File: config.mk
export PLATFORM = sky130hd
export DESIGN_NAME = repl_victim_sel
export DESIGN_NICKNAME = d
export VERILOG_FILES = /design/src/rtl/repl_pkg.sv /design/src/rtl/repl_lfsr.sv /design/src/rtl/repl_free_pick.sv /design/src/rtl/repl_lru_bank.sv /design/src/rtl/repl_fifo_bank.sv /design/src/rtl/repl_victim_sel.sv
export SDC_FILE = /design/constraint.sdc
export NUM_CORES = 1
export LEC_CHECK = 0
export ABC_AREA = 1
export CORE_MARGIN = 10
export CORE_UTILIZATION = 55
export DETAILED_ROUTE_END_ITERATION = 8
export PLACE_DENSITY = 0.73
export SETUP_SLACK_MARGIN = 0.15
export SLEW_MARGIN = 25
export SYNTH_ARGS = -nofsm -noshare
export SYNTH_HDL_FRONTEND = slang
export SYNTH_SLANG_ARGS = --single-unit
File: constraint.sdc
create_clock -name clk -period 4 [get_ports clk]
set_clock_uncertainty 0.2 [all_clocks]
set_input_delay 1 -clock clk [delete_from_list [all_inputs] [get_ports clk]]
set_output_delay 1 -clock clk [all_outputs]
set_load 0.05 [all_outputs]
File: src/rtl/repl_pkg.sv
package repl_pkg;

   typedef enum logic [1:0] {
      RP_RAND     = 2'd0,
      RP_LRU      = 2'd1,
      RP_FIFO     = 2'd2,
      RP_RAND_ALT = 2'd3
   } repl_mode_e;

   localparam int unsigned RAND_W = 16;

   // one step of the maximal-length sequence, polynomial x^16+x^14+x^13+x^11+1
   function automatic logic [RAND_W-1:0] rand_step(input logic [RAND_W-1:0] s);
      return {s[RAND_W-2:0], s[15] ^ s[13] ^ s[12] ^ s[10]};
   endfunction

endpackage

File: src/rtl/repl_lfsr.sv
module repl_lfsr #(
   parameter int unsigned              OUT_W = 2,
   parameter logic [repl_pkg::RAND_W-1:0] SEED  = 16'hACE1
) (
   input  logic             clk,
   input  logic             rst_n,
   output logic [OUT_W-1:0] rnd_o
);
   import repl_pkg::*;

   generate
      if (SEED == '0) begin : g_bad_seed
         $error("repl_lfsr: seed must be nonzero");
      end
      if (OUT_W > RAND_W) begin : g_bad_width
         $error("repl_lfsr: output wider than state");
      end
   endgenerate

   logic [RAND_W-1:0] state_q;

   always_ff @(posedge clk or negedge rst_n) begin
      if (!rst_n) state_q <= SEED;
      else        state_q <= rand_step(state_q);
   end

   assign rnd_o = state_q[OUT_W-1:0];

   AST_RAND_NONZERO: assert property (@(posedge clk) disable iff (!rst_n)
      state_q != '0);
   AST_RAND_SHIFTS: assert property (@(posedge clk) disable iff (!rst_n)
      1'b1 |=> state_q[RAND_W-1:1] == $past(state_q[RAND_W-2:0]));

endmodule

File: src/rtl/repl_free_pick.sv
module repl_free_pick #(
   parameter int unsigned WAYS = 4,
   localparam int unsigned WAY_W = $clog2(WAYS)
) (
   input  logic [WAYS-1:0]  valid_i,
   output logic             any_free_o,
   output logic [WAY_W-1:0] free_way_o
);
   always_comb begin
      any_free_o = ~&valid_i;
      free_way_o = '0;
      for (int w = WAYS - 1; w >= 0; w--) begin
         if (!valid_i[w]) free_way_o = WAY_W'(w);
      end
   end
endmodule

File: src/rtl/repl_lru_bank.sv
module repl_lru_bank #(
   parameter int unsigned WAYS = 4,
   parameter int unsigned SETS = 16,
   localparam int unsigned WAY_W = $clog2(WAYS),
   localparam int unsigned SET_W = $clog2(SETS)
) (
   input  logic             clk,
   input  logic             rst_n,
   input  logic [SET_W-1:0] set_i,
   input  logic             touch_en_i,
   input  logic [WAY_W-1:0] touch_way_i,
   output logic [WAY_W-1:0] oldest_o
);
   localparam logic [WAY_W-1:0] OLDEST = WAY_W'(WAYS - 1);

   logic [SETS-1:0][WAYS-1:0][WAY_W-1:0] rank_q;
   logic [WAYS-1:0][WAY_W-1:0]           row;
   logic [WAYS-1:0][WAY_W-1:0]           row_nxt;
   logic [WAY_W-1:0]                     old_rank;

   assign row      = rank_q[set_i];
   assign old_rank = row[touch_way_i];

   generate
      for (genvar w = 0; w < WAYS; w++) begin : g_age
         assign row_nxt[w] = (WAY_W'(w) == touch_way_i) ? '0 :
                             (row[w] < old_rank)        ? row[w] + WAY_W'(1) :
                                                          row[w];
      end
   endgenerate

   always_ff @(posedge clk or negedge rst_n) begin
      if (!rst_n) begin
         for (int s = 0; s < SETS; s++) begin
            for (int w = 0; w < WAYS; w++) begin
               rank_q[s][w] <= WAY_W'(w);
            end
         end
      end else if (touch_en_i) begin
         rank_q[set_i] <= row_nxt;
      end
   end

   always_comb begin
      oldest_o = '0;
      for (int w = 0; w < WAYS; w++) begin
         if (row[w] == OLDEST) oldest_o = WAY_W'(w);
      end
   end

   // ---- checking aids ----
   logic [WAYS-1:0]  rank_seen;
   logic             last_vld_q;
   logic [SET_W-1:0] last_set_q;
   logic [WAY_W-1:0] last_way_q;

   always_comb begin
      rank_seen = '0;
      for (int w = 0; w < WAYS; w++) rank_seen[row[w]] = 1'b1;
   end

   always_ff @(posedge clk or negedge rst_n) begin
      if (!rst_n) begin
         last_vld_q <= 1'b0;
         last_set_q <= '0;
         last_way_q <= '0;
      end else begin
         last_vld_q <= touch_en_i;
         last_set_q <= set_i;
         last_way_q <= touch_way_i;
      end
   end

   AST_LRU_PERMUTATION: assert property (@(posedge clk) disable iff (!rst_n)
      &rank_seen);
   AST_LRU_TOUCH_NEWEST: assert property (@(posedge clk) disable iff (!rst_n)
      last_vld_q |-> rank_q[last_set_q][last_way_q] == '0);
   AST_LRU_IDLE_HOLD: assert property (@(posedge clk) disable iff (!rst_n)
      !touch_en_i |=> $stable(rank_q));

endmodule

File: src/rtl/repl_fifo_bank.sv
module repl_fifo_bank #(
   parameter int unsigned WAYS = 4,
   parameter int unsigned SETS = 16,
   localparam int unsigned WAY_W = $clog2(WAYS),
   localparam int unsigned SET_W = $clog2(SETS)
) (
   input  logic             clk,
   input  logic             rst_n,
   input  logic [SET_W-1:0] set_i,
   input  logic             adv_i,
   output logic [WAY_W-1:0] ptr_o
);
   logic [SETS-1:0][WAY_W-1:0] ptr_q;

   always_ff @(posedge clk or negedge rst_n) begin
      if (!rst_n)     ptr_q         <= '0;
      else if (adv_i) ptr_q[set_i]  <= ptr_q[set_i] + WAY_W'(1);
   end

   assign ptr_o = ptr_q[set_i];

   AST_FIFO_IDLE_HOLD: assert property (@(posedge clk) disable iff (!rst_n)
      !adv_i |=> $stable(ptr_q));

endmodule

File: src/rtl/repl_victim_sel.sv
module repl_victim_sel #(
   parameter int unsigned WAYS = 4,
   parameter int unsigned SETS = 16,
   parameter logic [15:0] SEED = 16'hACE1
) (
   input  logic                      clk,
   input  logic                      rst_n,
   input  logic [1:0]                mode,
   input  logic [$clog2(SETS)-1:0]   set_idx,
   input  logic [WAYS-1:0]           way_valid,
   input  logic                      hit_en,
   input  logic [$clog2(WAYS)-1:0]   hit_way,
   input  logic                      fill_en,
   output logic [$clog2(WAYS)-1:0]   victim_way
);
   import repl_pkg::*;

   localparam int unsigned WAY_W = $clog2(WAYS);
   localparam int unsigned SET_W = $clog2(SETS);

   generate
      if (!(WAYS == 2 || WAYS == 4 || WAYS == 8)) begin : g_bad_ways
         $error("repl_victim_sel: WAYS must be 2, 4 or 8");
      end
      if (SETS < 2 || (SETS & (SETS - 1)) != 0) begin : g_bad_sets
         $error("repl_victim_sel: SETS must be a power of two, at least 2");
      end
   endgenerate

   repl_mode_e       pol;
   logic             any_free;
   logic [WAY_W-1:0] free_way;
   logic [WAY_W-1:0] rnd_way;
   logic [WAY_W-1:0] lru_way;
   logic [WAY_W-1:0] fifo_way;
   logic             touch_en;
   logic [WAY_W-1:0] touch_way;

   assign pol = repl_mode_e'(mode);

   repl_free_pick #(.WAYS(WAYS)) u_free (
      .valid_i    (way_valid),
      .any_free_o (any_free),
      .free_way_o (free_way)
   );

   repl_lfsr #(.OUT_W(WAY_W), .SEED(SEED)) u_rand (
      .clk   (clk),
      .rst_n (rst_n),
      .rnd_o (rnd_way)
   );

   repl_lru_bank #(.WAYS(WAYS), .SETS(SETS)) u_lru (
      .clk         (clk),
      .rst_n       (rst_n),
      .set_i       (set_idx),
      .touch_en_i  (touch_en),
      .touch_way_i (touch_way),
      .oldest_o    (lru_way)
   );

   repl_fifo_bank #(.WAYS(WAYS), .SETS(SETS)) u_fifo (
      .clk   (clk),
      .rst_n (rst_n),
      .set_i (set_idx),
      .adv_i (fill_en),
      .ptr_o (fifo_way)
   );

   always_comb begin
      if (any_free) begin
         victim_way = free_way;
      end else begin
         unique case (pol)
            RP_LRU:  victim_way = lru_way;
            RP_FIFO: victim_way = fifo_way;
            default: victim_way = rnd_way;
         endcase
      end
   end

   // fill wins over a simultaneous hit
   assign touch_en  = fill_en | hit_en;
   assign touch_way = fill_en ? victim_way : hit_way;

   function automatic logic [WAYS-1:0] below(input logic [WAY_W-1:0] w);
      logic [WAYS-1:0] m;
      for (int i = 0; i < WAYS; i++) m[i] = (WAY_W'(i) < w);
      return m;
   endfunction

   AST_FREE_FIRST: assert property (@(posedge clk) disable iff (!rst_n)
      !(&way_valid) |-> !way_valid[victim_way]);
   AST_FREE_LOWEST: assert property (@(posedge clk) disable iff (!rst_n)
      !(&way_valid) |-> (way_valid & below(victim_way)) == below(victim_way));

endmodule

# Yosys cells after proc, flatten, opt, wreduce, memory -nomap -nowiden
# Index checks and enable logic that the tools add are counted.
[op_classes] addsub=5 n_lt_le_gt_ge=7 eq_ne=8 muxes=30 bitwise_logic=4 reduce_logical=3
[op_table] cell="$bwmux W128" n=1
[op_table] cell="$mux W2" n=19
[op_table] cell="$bmux W8 S4" n=1
[op_table] cell="$bwmux W32" n=1
[op_table] cell="$demux W8 S4" n=1
[op_table] cell="$mux W8" n=2
[op_table] cell="$add A2 B1 Y2 const B" n=5
[op_table] cell="$bmux W2 S4" n=1
[op_table] cell="$demux W2 S4" n=1
[op_table] cell="$eq A2 B2 Y1 const B" n=4
[op_table] cell="$lt A2 B2 Y1" n=4
[op_table] cell="$lt A4 B5 Y1 const B" n=1
[op_table] cell="$bmux W2 S2" n=1
[op_table] cell="$eq A2 B2 Y1 const A" n=2
[op_table] cell="$ge A4 B1 Y1 const B" n=1
[op_table] cell="$pmux W2 S2" n=1
[op_table] cell="$reduce_and A4 Y1" n=1
[op_table] cell="$lt A2 B3 Y1 const B" n=1
[op_table] cell="$xor A1 B1 Y1" n=3
[op_table] cell="$eq A1 B2 Y1 const A" n=1
[op_table] cell="$eq A2 B1 Y1 const B" n=1
[op_table] cell="$logic_not A2 Y1" n=1
[op_table] cell="$logic_and A1 B1 Y1" n=1
[op_table] cell="$mux W1" n=1
[op_table] cell="$or A1 B1 Y1" n=1
[totals] reg_bits=176 input_bits=16 word_cells=138

# Logic depth before layout (Yosys ltp)
# Gate-level depths: netlist of the first run.
[logic_depth] depth_word=15 depth_mapped=30 mapped_depth_nobuf=27

# Modules after synthesis
# Synthesis of the first run repeated with hierarchy kept, for this count alone.
[unflattened] hier_cells=1180 area_unflattened_um2=9297.7
[by_module_without_submodules] module="repl_lru_bank" instances=1 cells_per_inst=846 area_per_inst_um2=6777.8
[by_module_without_submodules] module="repl_fifo_bank" instances=1 cells_per_inst=261 area_per_inst_um2=1848.0
[by_module_without_submodules] module="repl_lfsr" instances=1 cells_per_inst=35 area_per_inst_um2=496.7
[by_module_without_submodules] module="repl_victim_sel" instances=1 cells_per_inst=29 area_per_inst_um2=138.9
[by_module_without_submodules] module="repl_free_pick" instances=1 cells_per_inst=9 area_per_inst_um2=36.3

# Least setup slack after synthesis of the first run
# OpenSTA, ideal clock, no wires.
[synth_path] kind="input -> output" from="in set_idx[0]" to="out victim_way[0]" t_arrival_ns=2.962 required_ns=2.800 setup_slack_ns=-0.162 path_stages=16 path_buffers=2 cell_sequence="buf_4 nand2_4 inv_2 buf_2 a22oi_1 a21oi_1 or2_1 nor2_4 inv_1 ha_1 inv_1 o21ai_0 a21oi_1 nand2_1 nand2_1 nand2_1"
[synth_between] elab_chain_cells=8
[synth_lines] element="start: declaration" line_no="repl_victim_sel.sv:9" source="input logic [$clog2(SETS)-1:0] set_idx,"
[synth_lines] element="$bmux W8 S4" line_no="repl_lru_bank.sv:21" source="assign row = rank_q[set_i];"
[synth_lines] element="$mux W8 (not written as such)" line_no="repl_lru_bank.sv:21"
[synth_lines] element="$eq A2 B2 Y1" line_no="repl_lru_bank.sv:47" source="if (row[w] == OLDEST) oldest_o = WAY_W'(w);"
[synth_lines] element="$mux W1" line_no="repl_lru_bank.sv:47"
[synth_lines] element="$mux W2 (2 in series)" line_no="repl_lru_bank.sv:47"
[synth_lines] element="$pmux W2 S2 *" line_no="repl_victim_sel.sv:74" source="unique case (pol)"
[synth_lines] element="$mux W2 *" line_no="repl_victim_sel.sv:71" source="if (any_free) begin"
[synth_lines] element="end: declaration" line_no="repl_victim_sel.sv:14" source="output logic [$clog2(WAYS)-1:0] victim_way"
# Every way passes the cells marked *; elsewhere a longest branch is shown, timed or not. The select of a mux whose other input is x is not followed.

# Final worst setup path of the first run
[layout_path] from="in set_idx[0]" to="reg u_lru.rank_q[31] (netlist bit)"
[layout_between] elab_chain_cells=15
[layout_lines] element="$bmux W8 S4" line_no="repl_lru_bank.sv:21"
[layout_lines] element="$mux W8 (not written as such)" line_no="repl_lru_bank.sv:21"
[layout_lines] element="$eq A2 B2 Y1" line_no="repl_lru_bank.sv:47"
[layout_lines] element="$mux W1" line_no="repl_lru_bank.sv:47"
[layout_lines] element="$mux W2 (2 in series)" line_no="repl_lru_bank.sv:47"
[layout_lines] element="$pmux W2 S2" line_no="repl_victim_sel.sv:74"
[layout_lines] element="$mux W2" line_no="repl_victim_sel.sv:71"
[layout_lines] element="$mux W2" line_no="repl_victim_sel.sv:84" source="assign touch_way = fill_en ? victim_way : hit_way;"
[layout_lines] element="$bmux W2 S2" line_no="repl_lru_bank.sv:22" source="assign old_rank = row[touch_way_i];"
[layout_lines] element="$mux W2 (not written as such)" line_no="repl_lru_bank.sv:22"
[layout_lines] element="$lt A2 B2 Y1" line_no="repl_lru_bank.sv:27" source="(row[w] < old_rank) ? row[w] + WAY_W'(1) :"
[layout_lines] element="$mux W2" line_no="repl_lru_bank.sv:27"
[layout_lines] element="$mux W2" line_no="repl_lru_bank.sv:26" source="assign row_nxt[w] = (WAY_W'(w) == touch_way_i) ? '0 :"
[layout_lines] element="$bwmux W128 *" line_no="repl_lru_bank.sv:40" source="rank_q[set_i] <= row_nxt;"
[layout_lines] element="end signal: indexed assignment" line_no="repl_lru_bank.sv:36" source="rank_q[s][w] <= WAY_W'(w);"
[layout_lines] element="end signal: indexed assignment" line_no="repl_lru_bank.sv:40"
[layout_lines] element="end: declaration" line_no="repl_lru_bank.sv:16" source="logic [SETS-1:0][WAYS-1:0][WAY_W-1:0] rank_q;"
# Marks and branches as above.
# A chain may end at the register's enable or synchronous reset.

==> results.toml, run 1 <==
[outcome]
outcome = "finished with violations"
violations = "negative setup slack"

[final_layout]
nets = 1191
layout-drive-gt1-share_pct = 38.38
syn_to_final_growth_pct = 35.90
num_antenna_cells = 0

[floorplan]
rows = 45
coreArea_um2 = 15310
start_util_pct = 56.73
die_y_um = 145.7
dieArea_um2 = 21220
pin_count = 18
die_width_um = 145.7

[drt]
vias_per_cell = 6.237
wl_per_cell_um = 22.58
wirelength_mm = 31.48
initialDrtViolationCount = 1140
dr.pass1.iters = 5
drc_errors = 0
drtAntennaViolNets = 0
num_vias = 8695

[worst_setup_path]
worstSetupStartpointType = "input port"
arrival_ns = 4.67
path_class = "in2reg"
cp_slowest_cell = "or2_1"
worst-path-buf-inv = 19
worst_path_largest_cell_delay_ns = 0.28
endpoint_kind = "flip-flop"
crit_required_ns = 4.19
r2r-end = "u_lru.rank_q[31]$_DFFE_PN1P_"
r2r_cells = 27
r2r_slack_ns = 0.16
cp_max_fo = 8
reg2reg_from = "u_lru.rank_q[126]$_DFFE_PN1P_"
cpLargestDelayFamily = "buffers and inverters"
path_common_cell = "buf_6"

[sta]
finalWorstSetupSlack_ns = -0.4857
final_max_slew_viol_count = 0
setup-tns-final_ns = -41.89
setup_viol = 130
tightest_slew_ns = 0.5252
slew_headroom_pct = 64.72
rsz0062_at_grt = "yes"
finalCritPeriodShare_pct = 112.1
fmax_mhz = 222.9
finalCriticalPeriod_ns = 4.486
hold_violations = 0

[global_route]
overflow = 0
grt_max_degree = 62
grt_pass1_wl_mm = 47.15
gr-usage-all-layers_pct = 27.94
antenna_found_initial = 0
first_global_vias = 8494

[worst_hold_path]
worst_hold_path.endpoint = "u_rand.state_q[15]$_DFF_PN1_"
holdCritStartpoint = "u_rand.state_q[14]$_DFF_PN0_"
hp-class = "reg2reg"
whs_path_depth = 0

[synthesis]
syn_inst = 1035
synth_seq_cells = 176
synthesis.area_um2 = 8688
ys_warn_count = 0
ys_seq_area_share_pct = 51.73
synth_fp_nets = 1056
syn_area_per_cell_um2 = 8.395
synth.distinct_cells = 34

[clock_network]
clock-sinks = 176
htree_levels = 4
ctsHoldBuffers = 0
clockBufferDepth = 2
cts-root-buf = "clkbuf_16"
cts_tree = "done"
clk_pin_slew_ns = 0.07
clk_latency_ns = 0.45
cts_buffers = 17

[placed_design]
gp_congestion = 0.9589
place_hpwl_mm = 17.23
port_buffers = 17

[pwr]
ir_worst_vdd_uv = 420.2
fin_total_pwr_mw = 7.336
p_per_area_nw_per_um2 = 621.3
leakage_nw = 5.430

[flow_run]
drv_cap = 0
## metal layers
metal | global-route usage [%] | wire (um) | part of all wire (%)
met1 | 35.13 | 12030 | 38
met2 | 41.17 | 13950 | 44
met3 | 7.979 | 3259 | 10
met4 | 18.40 | 2244 | 7.1
met5 | 0 | 0 | 0
## cells in the mapped netlist
cell type    n  area share, %
clkinv_1    20           0.86
a22oi_1     64            5.5
nand2_8      1           0.23
xor2_1       2           0.20
a21oi_1      7           0.40
nand2_2      9           0.65
nor2_1       9           0.39
buf_2       13           0.75
nand3_1    120            6.9
nand3_2      6           0.69
nand2_1    433             19
o21ai_1     17           0.98
o21bai_2     1           0.13
mux2_2      13            1.7
nand4_1      5           0.36
buf_4        9           0.78
dfstp_2     72             22
inv_2       15           0.65
nand4_2      2           0.29
nand3b_4     1           0.23
ha_1         5           0.72
o21ai_0     14           0.81
or2_1        2           0.14
nor3_1      33            1.9
o21a_1      15            1.3
inv_1       19           0.82
nor2_2       3           0.22
dfrtp_1    104             30
nand2_4      2           0.26
xnor2_1      2           0.20
clkbuf_1     7           0.30
buf_6        6           0.78
or2_2        2           0.14
nor2_4       2           0.26
## registers in the layout (all words and copies together), names as in the netlist
name and count:
u_fifo.ptr_q 32, u_lru.rank_q 128, u_rand.state_q 16
## what timing repair did
action | 4_1_cts | 5_1_grt
setup endpoints to repair | 130 | 130
setup buffers | 31 | 5
cloned | 8 | 1
pin swaps | 58 | 42
gates resized for setup | 146 | 55
## power breakdown
| part | total, mW | switching [mW] | internal (mW) |
|---|---|---|---|
| clock | 1.70 | 0.770 | 0.926 |
| combinational | 2.75 | 1.59 | 1.16 |
| sequential | 2.89 | 0.385 | 2.51 |
| total | 7.34 | 2.75 | 4.59 |
## cell families after synthesis
| family | count (synthesis) | share of synthesized area [%] |
|---|---|---|
| multiplexers | 13 | 1.685 |
| adder cells (fa/ha/maj) | 5 | 0.7200 |
| AND/OR/NAND/NOR | 630 | 31.38 |
| flip-flops | 176 | 51.73 |
| XOR/XNOR | 4 | 0.4033 |
| AO/OA/AOI/OAI | 118 | 9.145 |
| buffers and inverters | 89 | 4.939 |
## placed cells by master (no fill, tap or decap), types with 18 or more instances in the layout
master | synthesis | routed
dfrtp_1 | 104 | 104
clkinv_1 | 20 | 20
nand3_2 | 6 | 75
nor3_1 | 33 | 33
buf_6 | 6 | 29
nand2_1 | 433 | 403
a22oi_1 | 64 | 47
buf_4 | 9 | 82
dfstp_2 | 72 | 72
clkbuf_16 | 0 | 19
nand3_1 | 120 | 46
nand2_2 | 9 | 27
o21ai_2 | 0 | 18
## worst max path at each step
stage	endpoint	depth (start not counted)	startpoint
floorplan	victim_way[1]	16	set_idx[0]
global placement	victim_way[1]	17	set_idx[0]
detailed placement	u_lru.rank_q[32]$_DFFE_PN0P_	28	set_idx[0]
CTS	victim_way[1]	17	set_idx[0]
global route	u_lru.rank_q[31]$_DFFE_PN1P_	31	set_idx[0]
finish	u_lru.rank_q[31]$_DFFE_PN1P_	31	set_idx[0]
## stage by stage
stage | cells | hold WS [ns] | util, % | cell area [um2] | worst slack (ns)
3_3_place_gp | 1317 | 0.1376 | 65.25 | 9993 | -0.7229
2_1_floorplan | 1035 | 0.1312 | - | 9045 | 0.03013
4_1_cts | 1388 | 0.1566 | 75.20 | 11520 | -0.1848
5_1_grt | 1394 | 0.1599 | 77.10 | 11810 | -0.4856
3_5_place_dp | 1317 | 0.1384 | 65.25 | 9993 | -0.7880
6_report | 1394 | 0.1546 | 77.10 | 11810 | -0.4857
## cell type report
type	count	area, um2
tap	211	264.0
clock inverter	12	121.4
inverter	54	272.8
fill	964	3507
sequential	176	4494
timing repair buffer	146	1538
multi-input combinational	771	4612
clock buffer	20	467.9
timing repair inverter	4	37.54
Note: power is estimated with default switching activity, not from simulation.
==> run 2, diff against run 1 <==
--- a/config.mk
+++ b/config.mk
@@ -9,7 +9,7 @@
 export CORE_MARGIN = 10
 export CORE_UTILIZATION = 55
 export DETAILED_ROUTE_END_ITERATION = 8
-export PLACE_DENSITY = 0.73
+export PLACE_DENSITY = 0.76
 export SETUP_SLACK_MARGIN = 0.15
 export SLEW_MARGIN = 25
 export SYNTH_ARGS = -nofsm -noshare
==> constraint.sdc (replaced) <==
create_clock -name clk -period 3.9 [get_ports clk]
set_clock_uncertainty 0.2 [all_clocks]
set_input_delay 0.78 -clock clk [delete_from_list [all_inputs] [get_ports clk]]
set_output_delay 0.78 -clock clk [all_outputs]
set_load 0.05 [all_outputs]
==> results.toml, run 2 (synthesis gave the netlist of run 1 again) <==
[global_route]
overflow = 0
gr-usage-all-layers_pct = 24.66
antenna_found_initial = 0
grt_max_degree = 93
grt_pass1_wl_mm = 42.01
first_global_vias = 7819

[worst_setup_path]
path_common_cell = "nand2_1"
arrival_ns = 4.38
worstSetupStartpointType = "input port"
r2r_cells = 24
worst_path_largest_cell_delay_ns = 0.24
cpLargestDelayFamily = "simple AND/OR/NAND/NOR gates"
cp_max_fo = 7
crit_required_ns = 4.01
path_class = "in2reg"
cp_num_cells = 28
worst-path-buf-inv = 9
cp_slowest_cell = "ha_1"
endpoint_kind = "flip-flop"

[final_layout]
reg_top3 = "u_lru.rank_q (128), u_fifo.ptr_q (32), u_rand.state_q (16)"
final_common_cell = "nand2_1"
fill_cells = 1047
layout-drive-gt1-share_pct = 32.56
nets = 1175
post-route-cell-area_um2 = 11310
syn_to_final_growth_pct = 30.18
mostFrequentLayoutCells = "nand2_1 (408), dfrtp_1 (104), nand3_1 (91)"
num_antenna_cells = 0
top_register = "u_lru.rank_q"
fin_cells = 1378
largest_register_ffs = 128

[floorplan]
rows = 45
start_util_pct = 56.73
pin_count = 18
dieArea_um2 = 21220
die_width_um = 145.7
coreArea_um2 = 15310
die_y_um = 145.7

[sta]
finalCritPeriodShare_pct = 109.6
fmax_mhz = 234.1
setup_viol = 130
hold_violations = 0
finalCriticalPeriod_ns = 4.272
rsz0062_at_grt = "yes"
tightest_slew_ns = 0.8654
final_max_slew_viol_count = 0
finalWorstSetupSlack_ns = -0.3725
slew_headroom_pct = 42.31
fin_hold_ws_ns = 0.1523

[placed_design]
pre_cts_slack_ns = -0.8303
place_area_um2 = 9836
place_hpwl_mm = 16.70
gp_congestion = 0.9739
place_inst = 1316
port_buffers = 17

[pwr]
p_per_area_nw_per_um2 = 627.5
fin_total_pwr_mw = 7.097
ir_worst_vdd_uv = 392.4
leakage_nw = 5.313

[drt]
drc_errors = 0
dr.pass1.iters = 8
num_vias = 8493
drtAntennaViolNets = 0
vias_per_cell = 6.163
wl_per_cell_um = 21.25
wirelength_mm = 29.29
initialDrtViolationCount = 1197

[outcome]
outcome = "finished with violations"
violations = "negative setup slack"

[clock_network]
clockBufferDepth = 2
ctsHoldBuffers = 0
htree_levels = 4
cts_buffers = 17
cts-root-buf = "clkbuf_16"
clock-sinks = 176
clk_pin_slew_ns = 0.07
cts_tree = "done"
clk_latency_ns = 0.44

[worst_hold_path]
hp-class = "reg2reg"
whs_path_depth = 0

[flow_run]
drv_cap = 0
[run 2: final timing paths]
| kind | from | to | slack (ns) |
|---|---|---|---|
| setup / recovery | set_idx[0] | u_lru.rank_q[104]$_DFFE_PN0P_ | -0.37 |
| hold reg to reg | u_rand.state_q[2]$_DFF_PN0_ | u_rand.state_q[3]$_DFF_PN0_ | 0.15 |
| min in group asynchronous | rst_n | u_fifo.ptr_q[10]$_DFFE_PN0P_ | 0.22 |
| max in group asynchronous | rst_n | u_lru.rank_q[31]$_DFFE_PN1P_ | 2.37 |
| hold / removal | u_rand.state_q[2]$_DFF_PN0_ | u_rand.state_q[3]$_DFF_PN0_ | 0.15 |
| setup reg to reg | u_lru.rank_q[6]$_DFFE_PN1P_ | u_lru.rank_q[104]$_DFFE_PN0P_ | 0.07 |
[run 2: layout make-up]
| type | instances | area [um2] | share of cell area (%) |
|---|---|---|---|
| repair inverters | 4 | 40.04 | 0.3540 |
| multi-input cells | 771 | 4329 | 38.27 |
| flip-flops and latches | 176 | 4494 | 39.73 |
| well taps | 211 | 264.0 | 2.334 |
| clock inverters | 12 | 133.9 | 1.184 |
| clock buffers | 20 | 446.7 | 3.949 |
| repair buffers | 130 | 1339 | 11.84 |
| inverters | 54 | 264.0 | 2.334 |
[run 2: routing by layer]
metal | up-vias | part of all wire [%] | GRT usage (%)
met2 | 624 | 44 | 37.63
met4 | 0 | 5.7 | 10.21
met1 | 4007 | 37 | 32.21
li1 | 3681 | - | -
met5 | - | 0 | 0
met3 | 181 | 13 | 7.016
[run 2: through the flow]
stage	setup TNS, ns	util (%)
floorplan	0	-
global placement	-79.84	64.22
detailed placement	-96.28	64.22
CTS	0	69.84
global route	-32.37	73.86
finish	-18.53	73.86
[run 2: worst reg2reg max path, cell delays in order, from the launching register on]
cell,delay [ns]
dfstp_2,0.38
a22oi_2,0.17
buf_4,0.15
a21oi_1,0.07
or2_1,0.24
nor2_4,0.14
inv_2,0.07
ha_4,0.16
inv_2,0.04
o21ai_1,0.05
a21oi_1,0.19
nand2_1,0.12
nand2_2,0.12
buf_6,0.11
nand3_4,0.10
nand2_4,0.15
nand2_2,0.08
nand3_4,0.13
nand2_8,0.11
buf_4,0.16
o21bai_4,0.20
nand3b_4,0.20
buf_12,0.19
nand3_2,0.07
nand2_1,0.08
[run 2: timing repair]
action	CTS	global route
buffers inserted	12	10
hold endpoints to repair	0	0
gates resized for setup	51	114
setup endpoints to repair	130	130
gates cloned	3	5
pin swaps	24	35
[run 2: power by group]
group / internal, mW / leakage (nW) / total, mW / switching, mW
clock: 0.965 / 0.281 / 1.71 / 0.749
sequential: 2.57 / 2.07 / 2.95 / 0.377
combinational: 0.968 / 2.96 / 2.43 / 1.47
total: 4.51 / 5.31 / 7.10 / 2.59
